===== config.mk =====
export PLATFORM = sky130hd
export DESIGN_NAME = uli_switcher
export DESIGN_NICKNAME = d
export VERILOG_FILES = /design/src/rtl/uli_pkg.sv /design/src/rtl/uli_tables.sv /design/src/rtl/uli_budget_timer.sv /design/src/rtl/uli_ctx_unit.sv /design/src/rtl/uli_switcher.sv
export SDC_FILE = /design/constraint.sdc
export NUM_CORES = 2
export LEC_CHECK = 0
export ABC_AREA = 1
export BUFFER_PORTS_ARGS = -buffer_cell sky130_fd_sc_hd__clkbuf_2
export CAP_MARGIN = 10
export CORE_MARGIN = 3
export CORE_UTILIZATION = 50
export CTS_BUF_LIST = sky130_fd_sc_hd__clkbuf_4
export DETAILED_ROUTE_END_ITERATION = 12
export PLACE_DENSITY = 0.69
export SLEW_MARGIN = 20
export SYNTH_ARGS = -nofsm -noshare
export SYNTH_HDL_FRONTEND = slang
export SYNTH_SLANG_ARGS = --single-unit

===== constraint.sdc =====
create_clock -name clk -period 3.9 [get_ports clk]
set_input_delay 0.585 -clock clk [delete_from_list [all_inputs] [get_ports clk]]
set_output_delay 0.585 -clock clk [all_outputs]
set_load 0.01 [all_outputs]

===== src/rtl/uli_pkg.sv =====
package uli_pkg;

   // Sequencer states of the domain switcher
   typedef enum logic [2:0] {
      SW_IDLE,
      SW_LOOKUP,
      SW_PROT,
      SW_BUDGET,
      SW_CTX,
      SW_VEC
   } sw_state_e;

   // Table selector codes on the table-write port
   typedef enum logic [1:0] {
      CFG_OWNER  = 2'd0,
      CFG_REGION = 2'd1,
      CFG_BUDGET = 2'd2,
      CFG_KERNEL = 2'd3
   } cfg_sel_e;

endpackage


===== src/rtl/uli_tables.sv =====
module uli_tables
   import uli_pkg::*;
#(
   parameter int NUM_IRQ     = 16,
   parameter int NUM_DOMAINS = 8,
   parameter int REGIONS     = 8,
   parameter int REGION_W    = 32,
   parameter int BUDGET_W    = 32,
   parameter int CFG_W       = 32,
   localparam int ID_W   = $clog2(NUM_IRQ),
   localparam int DOM_W  = $clog2(NUM_DOMAINS),
   localparam int RIDX_W = $clog2(REGIONS),
   localparam int RT_AW  = DOM_W + RIDX_W
) (
   input  logic                        clk,
   input  logic                        rst_n,
   input  logic                        cfg_we,
   input  logic [1:0]                  cfg_sel,
   input  logic [DOM_W-1:0]            cfg_dom,
   input  logic [ID_W-1:0]             cfg_addr,
   input  logic [CFG_W-1:0]            cfg_wdata,
   input  logic [ID_W-1:0]             own_irq,
   output logic [DOM_W-1:0]            own_dom,
   input  logic [DOM_W-1:0]            rd_dom,
   input  logic [RIDX_W-1:0]           rd_idx,
   output logic [REGION_W-1:0]         rd_region,
   output logic [BUDGET_W-1:0]         rd_budget,
   output logic [REGIONS*REGION_W-1:0] kern_flat
);

   logic [DOM_W-1:0]    owner_q  [NUM_IRQ];
   logic [REGION_W-1:0] region_q [NUM_DOMAINS*REGIONS];
   logic [BUDGET_W-1:0] budget_q [NUM_DOMAINS];
   logic [REGION_W-1:0] kern_q   [REGIONS];

   logic [RT_AW-1:0]  wr_slot;
   logic [RIDX_W-1:0] wr_ridx;

   assign wr_ridx = cfg_addr[RIDX_W-1:0];
   assign wr_slot = {cfg_dom, wr_ridx};

   always_ff @(posedge clk) begin
      if (!rst_n) begin
         for (int i = 0; i < NUM_IRQ; i++)               owner_q[i]  <= '0;
         for (int i = 0; i < NUM_DOMAINS*REGIONS; i++)   region_q[i] <= '0;
         for (int i = 0; i < NUM_DOMAINS; i++)           budget_q[i] <= '0;
         for (int i = 0; i < REGIONS; i++)               kern_q[i]   <= '0;
      end else if (cfg_we) begin
         unique case (cfg_sel)
            CFG_OWNER:  owner_q[cfg_addr]  <= cfg_wdata[DOM_W-1:0];
            CFG_REGION: region_q[wr_slot]  <= cfg_wdata[REGION_W-1:0];
            CFG_BUDGET: budget_q[cfg_dom]  <= cfg_wdata[BUDGET_W-1:0];
            default:    kern_q[wr_ridx]    <= cfg_wdata[REGION_W-1:0];
         endcase
      end
   end

   assign own_dom   = owner_q[own_irq];
   assign rd_region = region_q[{rd_dom, rd_idx}];
   assign rd_budget = budget_q[rd_dom];

   for (genvar g = 0; g < REGIONS; g++) begin : g_kern
      assign kern_flat[g*REGION_W +: REGION_W] = kern_q[g];
   end

endmodule


===== src/rtl/uli_budget_timer.sv =====
module uli_budget_timer #(
   parameter int BUDGET_W = 32
) (
   input  logic                clk,
   input  logic                rst_n,
   input  logic                load,
   input  logic [BUDGET_W-1:0] load_val,
   output logic [BUDGET_W-1:0] count,
   output logic                expired
);

   localparam logic [BUDGET_W-1:0] ONE = BUDGET_W'(1);

   always_ff @(posedge clk) begin
      if (!rst_n) begin
         count   <= '0;
         expired <= 1'b0;
      end else begin
         expired <= 1'b0;
         if (load) begin
            count <= load_val;
         end else if (count != '0) begin
            count <= count - ONE;
            if (count == ONE) expired <= 1'b1;
         end
      end
   end

endmodule


===== src/rtl/uli_ctx_unit.sv =====
module uli_ctx_unit #(
   parameter int STACK_REGS = 16,
   parameter int DATA_W     = 32,
   parameter int DOM_W      = 3,
   parameter bit BANKED     = 1'b0,
   localparam int SIDX_W    = $clog2(STACK_REGS)
) (
   input  logic                         clk,
   input  logic                         rst_n,
   input  logic                         go,
   input  logic [DOM_W-1:0]             dom,
   input  logic [STACK_REGS*DATA_W-1:0] ctx_regs,
   input  logic                         stk_ready,
   output logic                         stk_valid,
   output logic [SIDX_W-1:0]            stk_index,
   output logic [DATA_W-1:0]            stk_data,
   output logic [DOM_W-1:0]             bank,
   output logic                         done,
   output logic                         overrun
);

   if (BANKED) begin : g_bank
      // One-cycle register bank switch replaces the context save
      logic [DOM_W-1:0] bank_q;
      logic             unused_stack;

      always_ff @(posedge clk) begin
         if (!rst_n)  bank_q <= '0;
         else if (go) bank_q <= dom;
      end

      assign unused_stack = stk_ready ^ (^ctx_regs);
      assign bank      = bank_q;
      assign done      = go;
      assign stk_valid = 1'b0;
      assign stk_index = '0;
      assign stk_data  = '0;
      assign overrun   = 1'b0;
   end else begin : g_stack
      // Word-per-cycle save through a valid/ready write port
      localparam logic [SIDX_W-1:0] LAST = SIDX_W'(STACK_REGS-1);
      logic [SIDX_W-1:0] idx_q;
      logic              ovr_q;
      logic              unused_dom;

      always_ff @(posedge clk) begin
         if (!rst_n) begin
            idx_q <= '0;
            ovr_q <= 1'b0;
         end else begin
            if (!go)            idx_q <= '0;
            else if (stk_ready) idx_q <= idx_q + SIDX_W'(1);
            if (go && !stk_ready) ovr_q <= 1'b1;
         end
      end

      assign unused_dom = ^dom;
      assign bank      = '0;
      assign stk_valid = go;
      assign stk_index = idx_q;
      assign stk_data  = ctx_regs[idx_q*DATA_W +: DATA_W];
      assign done      = go && stk_ready && (idx_q == LAST);
      assign overrun   = ovr_q;
   end

endmodule


===== src/rtl/uli_switcher.sv =====
module uli_switcher
   import uli_pkg::*;
#(
   parameter int NUM_IRQ     = 16,
   parameter int NUM_DOMAINS = 8,
   parameter int REGIONS     = 8,
   parameter int REGION_W    = 32,
   parameter int BUDGET_W    = 32,
   parameter int STACK_REGS  = 16,
   parameter int DATA_W      = 32,
   parameter bit BANKED      = 1'b0,
   localparam int ID_W   = $clog2(NUM_IRQ),
   localparam int DOM_W  = $clog2(NUM_DOMAINS),
   localparam int RIDX_W = $clog2(REGIONS),
   localparam int SIDX_W = $clog2(STACK_REGS),
   localparam int CFG_W  = (REGION_W > BUDGET_W) ? REGION_W : BUDGET_W
) (
   input  logic                         clk,
   input  logic                         rst_n,
   input  logic                         irq_valid,
   input  logic [ID_W-1:0]              irq_id,
   output logic                         irq_ready,
   input  logic                         cfg_we,
   input  logic [1:0]                   cfg_sel,
   input  logic [DOM_W-1:0]             cfg_dom,
   input  logic [ID_W-1:0]              cfg_addr,
   input  logic [CFG_W-1:0]             cfg_wdata,
   input  logic [STACK_REGS*DATA_W-1:0] ctx_regs,
   output logic                         stk_valid,
   output logic [SIDX_W-1:0]            stk_index,
   output logic [DATA_W-1:0]            stk_data,
   input  logic                         stk_ready,
   output logic [REGIONS*REGION_W-1:0]  region_regs,
   output logic [REGIONS*REGION_W-1:0]  kern_regions,
   output logic [BUDGET_W-1:0]          budget_count,
   output logic                         budget_expired,
   output logic [DOM_W-1:0]             ctx_bank,
   output logic                         overrun,
   output logic                         busy,
   output logic                         vector_fetch,
   output logic [DOM_W-1:0]             vector_domain
);

   // Elaboration-time parameter checks
   if (NUM_IRQ < 2)                                        begin : g_chk_irq
      $error("uli_switcher: NUM_IRQ must be at least 2");
   end
   if (NUM_DOMAINS < 2 || (1 << DOM_W) != NUM_DOMAINS)     begin : g_chk_dom
      $error("uli_switcher: NUM_DOMAINS must be a power of two >= 2");
   end
   if (REGIONS < 2 || (1 << RIDX_W) != REGIONS)            begin : g_chk_reg
      $error("uli_switcher: REGIONS must be a power of two >= 2");
   end
   if (RIDX_W > ID_W)                                      begin : g_chk_addr
      $error("uli_switcher: cfg_addr too narrow for region index");
   end
   if (STACK_REGS < 2)                                     begin : g_chk_stk
      $error("uli_switcher: STACK_REGS must be at least 2");
   end

   localparam logic [RIDX_W-1:0] RIDX_LAST = RIDX_W'(REGIONS-1);
   localparam bit DIRECT = BANKED;

   sw_state_e           state_q;
   logic [DOM_W-1:0]    dom_q;
   logic [ID_W-1:0]     id_q;
   logic [RIDX_W-1:0]   ridx_q;
   logic                pend_q;
   logic [ID_W-1:0]     pend_id_q;
   logic [REGION_W-1:0] act_q [REGIONS];

   logic                start;
   logic [ID_W-1:0]     start_id;
   logic [ID_W-1:0]     lookup_id;
   logic [DOM_W-1:0]    owner_dom;
   logic [REGION_W-1:0] region_rd;
   logic [BUDGET_W-1:0] budget_rd;
   logic                ctx_done;

   assign irq_ready = !pend_q;
   assign start_id  = pend_q ? pend_id_q : irq_id;
   assign start     = (state_q == SW_IDLE) && (pend_q || irq_valid);

   // Owner lookup: merged into the accept cycle or given its own stage
   if (BANKED) begin : g_direct
      assign lookup_id = start_id;
   end else begin : g_staged
      assign lookup_id = id_q;
   end

   uli_tables #(
      .NUM_IRQ     (NUM_IRQ),
      .NUM_DOMAINS (NUM_DOMAINS),
      .REGIONS     (REGIONS),
      .REGION_W    (REGION_W),
      .BUDGET_W    (BUDGET_W),
      .CFG_W       (CFG_W)
   ) tables_i (
      .clk       (clk),
      .rst_n     (rst_n),
      .cfg_we    (cfg_we),
      .cfg_sel   (cfg_sel),
      .cfg_dom   (cfg_dom),
      .cfg_addr  (cfg_addr),
      .cfg_wdata (cfg_wdata),
      .own_irq   (lookup_id),
      .own_dom   (owner_dom),
      .rd_dom    (dom_q),
      .rd_idx    (ridx_q),
      .rd_region (region_rd),
      .rd_budget (budget_rd),
      .kern_flat (kern_regions)
   );

   always_ff @(posedge clk) begin
      if (!rst_n) begin
         state_q   <= SW_IDLE;
         dom_q     <= '0;
         id_q      <= '0;
         ridx_q    <= '0;
         pend_q    <= 1'b0;
         pend_id_q <= '0;
         for (int i = 0; i < REGIONS; i++) act_q[i] <= '0;
      end else begin
         if (irq_valid && irq_ready && state_q != SW_IDLE) begin
            pend_q    <= 1'b1;
            pend_id_q <= irq_id;
         end
         unique case (state_q)
            SW_IDLE: begin
               if (start) begin
                  pend_q <= 1'b0;
                  ridx_q <= '0;
                  if (DIRECT) begin
                     dom_q   <= owner_dom;
                     state_q <= SW_PROT;
                  end else begin
                     id_q    <= start_id;
                     state_q <= SW_LOOKUP;
                  end
               end
            end
            SW_LOOKUP: begin
               dom_q   <= owner_dom;
               ridx_q  <= '0;
               state_q <= SW_PROT;
            end
            SW_PROT: begin
               act_q[ridx_q] <= region_rd;
               ridx_q        <= ridx_q + RIDX_W'(1);
               if (ridx_q == RIDX_LAST) state_q <= SW_BUDGET;
            end
            SW_BUDGET: state_q <= SW_CTX;
            SW_CTX:    if (ctx_done) state_q <= SW_VEC;
            SW_VEC:    state_q <= SW_IDLE;
            default:   state_q <= SW_IDLE;
         endcase
      end
   end

   uli_budget_timer #(
      .BUDGET_W (BUDGET_W)
   ) timer_i (
      .clk      (clk),
      .rst_n    (rst_n),
      .load     (state_q == SW_BUDGET),
      .load_val (budget_rd),
      .count    (budget_count),
      .expired  (budget_expired)
   );

   uli_ctx_unit #(
      .STACK_REGS (STACK_REGS),
      .DATA_W     (DATA_W),
      .DOM_W      (DOM_W),
      .BANKED     (BANKED)
   ) ctx_i (
      .clk       (clk),
      .rst_n     (rst_n),
      .go        (state_q == SW_CTX),
      .dom       (dom_q),
      .ctx_regs  (ctx_regs),
      .stk_ready (stk_ready),
      .stk_valid (stk_valid),
      .stk_index (stk_index),
      .stk_data  (stk_data),
      .bank      (ctx_bank),
      .done      (ctx_done),
      .overrun   (overrun)
   );

   for (genvar g = 0; g < REGIONS; g++) begin : g_act
      assign region_regs[g*REGION_W +: REGION_W] = act_q[g];
   end

   assign busy          = (state_q != SW_IDLE);
   assign vector_fetch  = (state_q == SW_VEC);
   assign vector_domain = dom_q;

endmodule


Yosys cells after proc, flatten, opt, wreduce, memory -nomap -nowiden --
Memories as Yosys holds them, arrays and structs flattened. A register that Yosys moved wholly into a read port is not among the register bits. Index checks and enable logic that the tools add are counted.
Operators by class: equal/unequal tests 13, add/subtract/negate cells 3, multiplexer cells 48, shift operators 1, bitwise logic cells 2, reduce and logical (&&, ||, !) cells 27, div/mod/pow operators 0, magnitude comparators 0, $mul 0
Operators by type and width (count):
- 512-bit by 10-bit indexed part select with 32-bit output | 1
- 32-bit two-way mux | 6
- 32-bit OR reduction | 4
- 32-bit by 1-bit equality test with 1-bit output (second input constant) | 1
- 32-bit nonzero test | 1
- 32-bit by 1-bit subtractor with 32-bit output (second input constant) | 1
- 1-bit two-way mux | 29
- 3-bit two-way mux | 8
- 3-bit case mux with 5 select lines | 1
- 3-bit equality test (second input constant) | 3
- 3-bit case mux with 3 select lines | 1
- 3-bit OR reduction | 3
- 4-bit two-way mux | 2
- 3-bit by 2-bit equality test with 1-bit output (second input constant) | 2
- 1-bit logical AND | 6
- 6-bit two-way mux | 1
- 2-bit inequality test (second input constant) | 3
- 2-bit AND reduction | 3
- 3-bit nonzero test | 2
- 4-bit by 1-bit adder with 4-bit output (second input constant) | 1
- 4-bit equality test (second input constant) | 1
- 3-bit by 1-bit adder with 3-bit output (second input constant) | 1
- 3-bit by 1-bit equality test with 1-bit output (second input constant) | 1
- 1-bit zero test | 3
- other kinds (8) | 9
Word-level totals: bits in read-only memories 0, memories 5, bits in latches 0, RAM bits 2864, bits in registers 53, output and inout port bits 592, word-level logic and storage cells 108, input bits 562
Memories:
- tables_i.region_q | words 64, bits a word 32, rd ports 1, clocked after memory_dff 0, wr ports 64, line uli_tables.sv:32 | logic [REGION_W-1:0] region_q [NUM_DOMAINS*REGIONS];
- act_q | words 8, bits a word 32, rd ports 8, clocked after memory_dff 0, wr ports 8, line uli_switcher.sv:70 | logic [REGION_W-1:0] act_q [REGIONS];
- tables_i.budget_q | words 8, bits a word 32, rd ports 1, clocked after memory_dff 0, wr ports 8, line uli_tables.sv:33 | logic [BUDGET_W-1:0] budget_q [NUM_DOMAINS];
- tables_i.kern_q | words 8, bits a word 32, rd ports 8, clocked after memory_dff 0, wr ports 8, line uli_tables.sv:34 | logic [REGION_W-1:0] kern_q [REGIONS];
- tables_i.owner_q | words 16, bits a word 3, rd ports 1, clocked after memory_dff 1, wr ports 16, line uli_tables.sv:31 | logic [DOM_W-1:0] owner_q [NUM_IRQ];

Depth between registers and ports, before layout --
depth after elaboration 8, mapped depth 15, gate-level depth less buffers 11

Cells and area by module --
A second synthesis with hierarchy kept.
Second synthesis, totals: cells, all modules 13811, area total of the unflattened synthesis 132777.3 sq um
Modules (own cells, without submodules):
- uli_tables | cells each 11162, instances 1, sequential area each 78315.1 sq um, area an instance 113453.8 sq um
- uli_switcher | cells each 735, instances 1, sequential area each 8047.7 sq um, area an instance 10302.4 sq um
- uli_ctx_unit | cells each 1578, instances 1, sequential area each 100.1 sq um, area an instance 6812.8 sq um
- uli_budget_timer | cells each 336, instances 1, sequential area each 660.6 sq um, area an instance 2208.4 sq um

Least setup slack after synthesis --
No wires, ideal clock.
kind in2reg, from in cfg_dom[2], to mem tables_i.budget_q[7][0] (enable), arrival time 2.654 ns, slack 0.856 ns, buffers on the path 2, stages on the path 6, required time 3.511 ns, setup time 0.389 ns, path through buf_2 > inv_2 > nor3_4 > nand2_4 > buf_2 > nand2_1
RTL lines:
- start, declared | line uli_switcher.sv:25 | input logic [DOM_W-1:0] cfg_dom,
- end, declared | line uli_tables.sv:33

Worst setup path after layout --
from reg ctx_i.g_stack.idx_q[0], in the netlist ctx_i.stk_index[0], to out stk_data[17]
Between the ends: longest elaborated chain between the ends 1
Ends and longest elaborated chain:
- start, declared | line uli_ctx_unit.sv:42 | logic [SIDX_W-1:0] idx_q;
- start signal, assigned | line uli_ctx_unit.sv:52 | else if (stk_ready) idx_q <= idx_q + SIDX_W'(1);
- 512-bit by 10-bit indexed part select with 32-bit output | line uli_ctx_unit.sv:61 | assign stk_data = ctx_regs[idx_q*DATA_W +: DATA_W];
- end, declared | line uli_switcher.sv:31 | output logic [DATA_W-1:0] stk_data,
No other way between the ends.

==> reports/qor.yml <==
yosys:
  seq_area_frac_synth: 0.638
  synth_common_cells: "nor2_1, nand2_1, edfxtp_1"
  synth.distinct_cells: 36
  ys_ff_latch: 2920
  yosys.cell_count.top_type: "nor2_1"
  syn_area_sq_mm: 0.137
  ys_top_cells_by_area: "edfxtp_1, nor2_1, nand2_1, nand3_1, inv_1"
  avgSynthCellArea_sq_um: 9.33
  synth_edf_count: 2864
  synth_top_area_frac: 0.629
  ys.flop_type: "edfxtp_1"
  syn_inst: 14600
  synth_warnings: 0
  yosys.area.top_type: "edfxtp_1"
  async_flop_share: 0
drt:
  routed-via-count: 113000
  dr.pass1.iters: 6
  ant_nets: 0
  wl_per_cell_microns: 25.4
  dr_wl_met3_microns: 69800
  drc_errors: 0
  wl_met1_microns: 182000
  vias_per_cell: 5.63
  routed_wl_microns: 511000
  wl_met2_microns: 224000
  top_layer_used: "met5"
  first_iter_violations: 16400
setup_path:
  rr_worst_depth: 12
  cpPeakStageDelay_ns: 0.85
  crit_path_start: "ctx_i.stk_index[0]"
  timing.rr.start: "ridx_q[2]"
  crit_path_end_kind: "output pin"
  cp_data_arrival_time_ns: 3.73
  path_max_fanout: 7
  critPathMostFrequentCell: "o211ai_1"
  regToRegEndpoint: "act_q[6][6]"
  cp_slowest_cell: "o211ai_1"
  crit_end: "stk_data[17]"
  worstPathRequired_ns: 3.31
  path_class: "flip-flop to output pin"
  r2r_setup_slack_ns: 0
  cp-start-kind: "flip-flop"
  cp_cell_sequence: "buf_12, buf_6, mux2i_2, o211ai_1, o211ai_1, nand2_1, buf_2"
timing:
  hold_viol: 0
  rsz0062_at_grt: "yes"
  layout_min_cycle_time_ns: 4.32
  worst_slack_ns: -0.417
  clock.fmax_ghz: 0.232
  relSlewSlack: 0.264
  worst_pin_slew_ns: 1.10
  setup_violations: 31
  drv_slew: 0
  fin_crit_sh: 1.11
  fin_skew_ns: 0.116
global_route:
  grtUsageTotal: 0.354
  overflow: 0
  grt_first_pass_wirelength_microns: 721000
  grt_max_degree: 162
  grt_pass1_vias: 105000
  antenna_found_initial: 61
die:
  die_y_microns: 529
  die_x_microns: 529
  ios: 1154
  core_area_sq_mm: 0.271
  row_count: 191
  initial_core_util: 0.504
  die_area_sq_mm: 0.280
layout:
  area_growth_pct: 16.2
  layout-drive-gt1-share: 0.193
  nNetsFinal: 16500
  fin_cells: 20100
  fillerInstances: 23200
pwr:
  p_total_mw: 82.8
  p_leak_nw: 69.9
  cellPowerDensity_mw_per_mm2: 522
  vdd_ir_drop_max_uv: 628
clocking:
  clk_latency_ns: 1.61
  clock_sinks: 2920
  cts_buffers: 746
  clockBufferDepth: 4
  root_buffer: "clkbuf_4"
  path_clk_slew_ns: 0.08
  cts_tree: "built"
  h-tree-depth: 6
worst_hold_path:
  hold_path_class: "input pin to flip-flop"
  hold_start: "irq_id[2]"
outcome:
  violations: "setup timing"
  status: "finished with violations"
placed_design:
  place_congestion: 1.00
  placed_cells: 18600
  portBuffers: 1150
  dp_hpwl_microns: 321000
run:
  drv_cap: 0
-- through the flow --
| step | util | TNS (ns) | hold slack [ns] | instance area, sq um | setup WS [ns] |
|---|---|---|---|---|---|
| global route | 0.585 | -7.72 | 0.143 | 159000 | -0.432 |
| CTS | 0.582 | -9.00 | 0.00632 | 158000 | -0.408 |
| detailed placement | 0.541 | 0 | 0.458 | 147000 | 0.232 |
| floorplan | - | 0 | 0.446 | 137000 | 0.856 |
| finish | 0.585 | -7.24 | 0.150 | 159000 | -0.417 |
| global placement | 0.541 | 0 | 0.455 | 147000 | 0.0171 |
-- layout make-up --
type,instances,area (sq um),area share
inverters,1130,4370,0.0275
diodes,39,97.6,0.000615
clock buffers,1110,8330,0.0525
clock inverters,170,1140,0.00720
flip-flops and latches,2920,87200,0.549
repair buffers,1722,12100,0.0760
multi-input cells,9436,41100,0.259
well taps,3570,4470,0.0281
-- repair_timing --
item / in CTS / in global routing
gates resized for setup: 140 / 134
gates cloned: 7 / 4
hold endpoints to repair: 2863 / 0
pin swaps: 28 / 70
hold buffers: 69 / 0
buffers inserted: 17 / 39
endpoints found under the setup margin: 32 / 41
-- cells by family after synthesis --
kind of cell             Yosys count  synth area share
buffers and inverters           2287            0.0668
multiplexers                     128           0.00938
XOR/XNOR                           8          0.000513
other                              1         0.0000274
adder cells (fa/ha/maj)            5          0.000458
AND/OR/NAND/NOR                 8516             0.252
flip-flops                      2920             0.638
AO/OA/AOI/OAI                    775            0.0329
-- report_power, final --
part / switching (mW) / internal, mW
clock network: 12.9 / 13.7
registers: 0.800 / 36.1
logic: 14.7 / 4.54
-- state kept, by name (all words and copies together), names as in the netlist --
name and count:
pend_id_q 4, id_q 4, pend_q 1, ctx_i.stk_index 4
tables_i.budget_q 256, timer_i.count 32, act_q 256, vector_domain 3
tables_i.kern_q 256, tables_i.owner_q 48, ridx_q 3, timer_i.expired 1
ctx_i.overrun 1, tables_i.region_q 2048, state_q 3
-- per-layer routing --
layer | global-route usage | up-vias
li1 | - | 50600
met4 | 0.223 | 30
met2 | 0.518 | 7832
met3 | 0.108 | 1261
met1 | 0.460 | 53400
met5 | 0.000346 | -
-- how the worst min path moves through the flow --
stage                                      endpoint  slack [ns]  cells after the start
after floorplan                        pend_id_q[0]        0.45                      2
after global routing       tables_i.region_q[8][10]        0.14                      4
after CTS                 tables_i.region_q[12][10]       0.006                      4
after global placement                 pend_id_q[1]        0.45                      2
final                                       id_q[2]        0.15                      6
after detailed placement               pend_id_q[1]        0.46                      2
-- worst max-delay path: cells and delay by family, from the launching register on --
| kind | cells | cell delay (ns) |
|---|---|---|
| simple gates | 1 | 0.15 |
| buf+inv | 3 | 0.48 |
| mux | 1 | 0.06 |
| compound gates | 2 | 1.03 |
| flops | 1 | 0.49 |
-- placed cells by master (no fill, tap or decap), types with 101 or more instances in the layout --
cell type / netlist / layout
o21ai_0: 357 / 336
nor2_1: 3573 / 3570
nand3_1: 1175 / 1153
clkbuf_4: 0 / 1110
o211ai_1: 206 / 206
nand2_1: 3559 / 3530
edfxtp_1: 2864 / 2864
buf_12: 0 / 101
buf_4: 5 / 357
clkbuf_2: 0 / 1124
inv_1: 1088 / 1082
a21oi_1: 167 / 148
(Power assumes the default switching activity.)
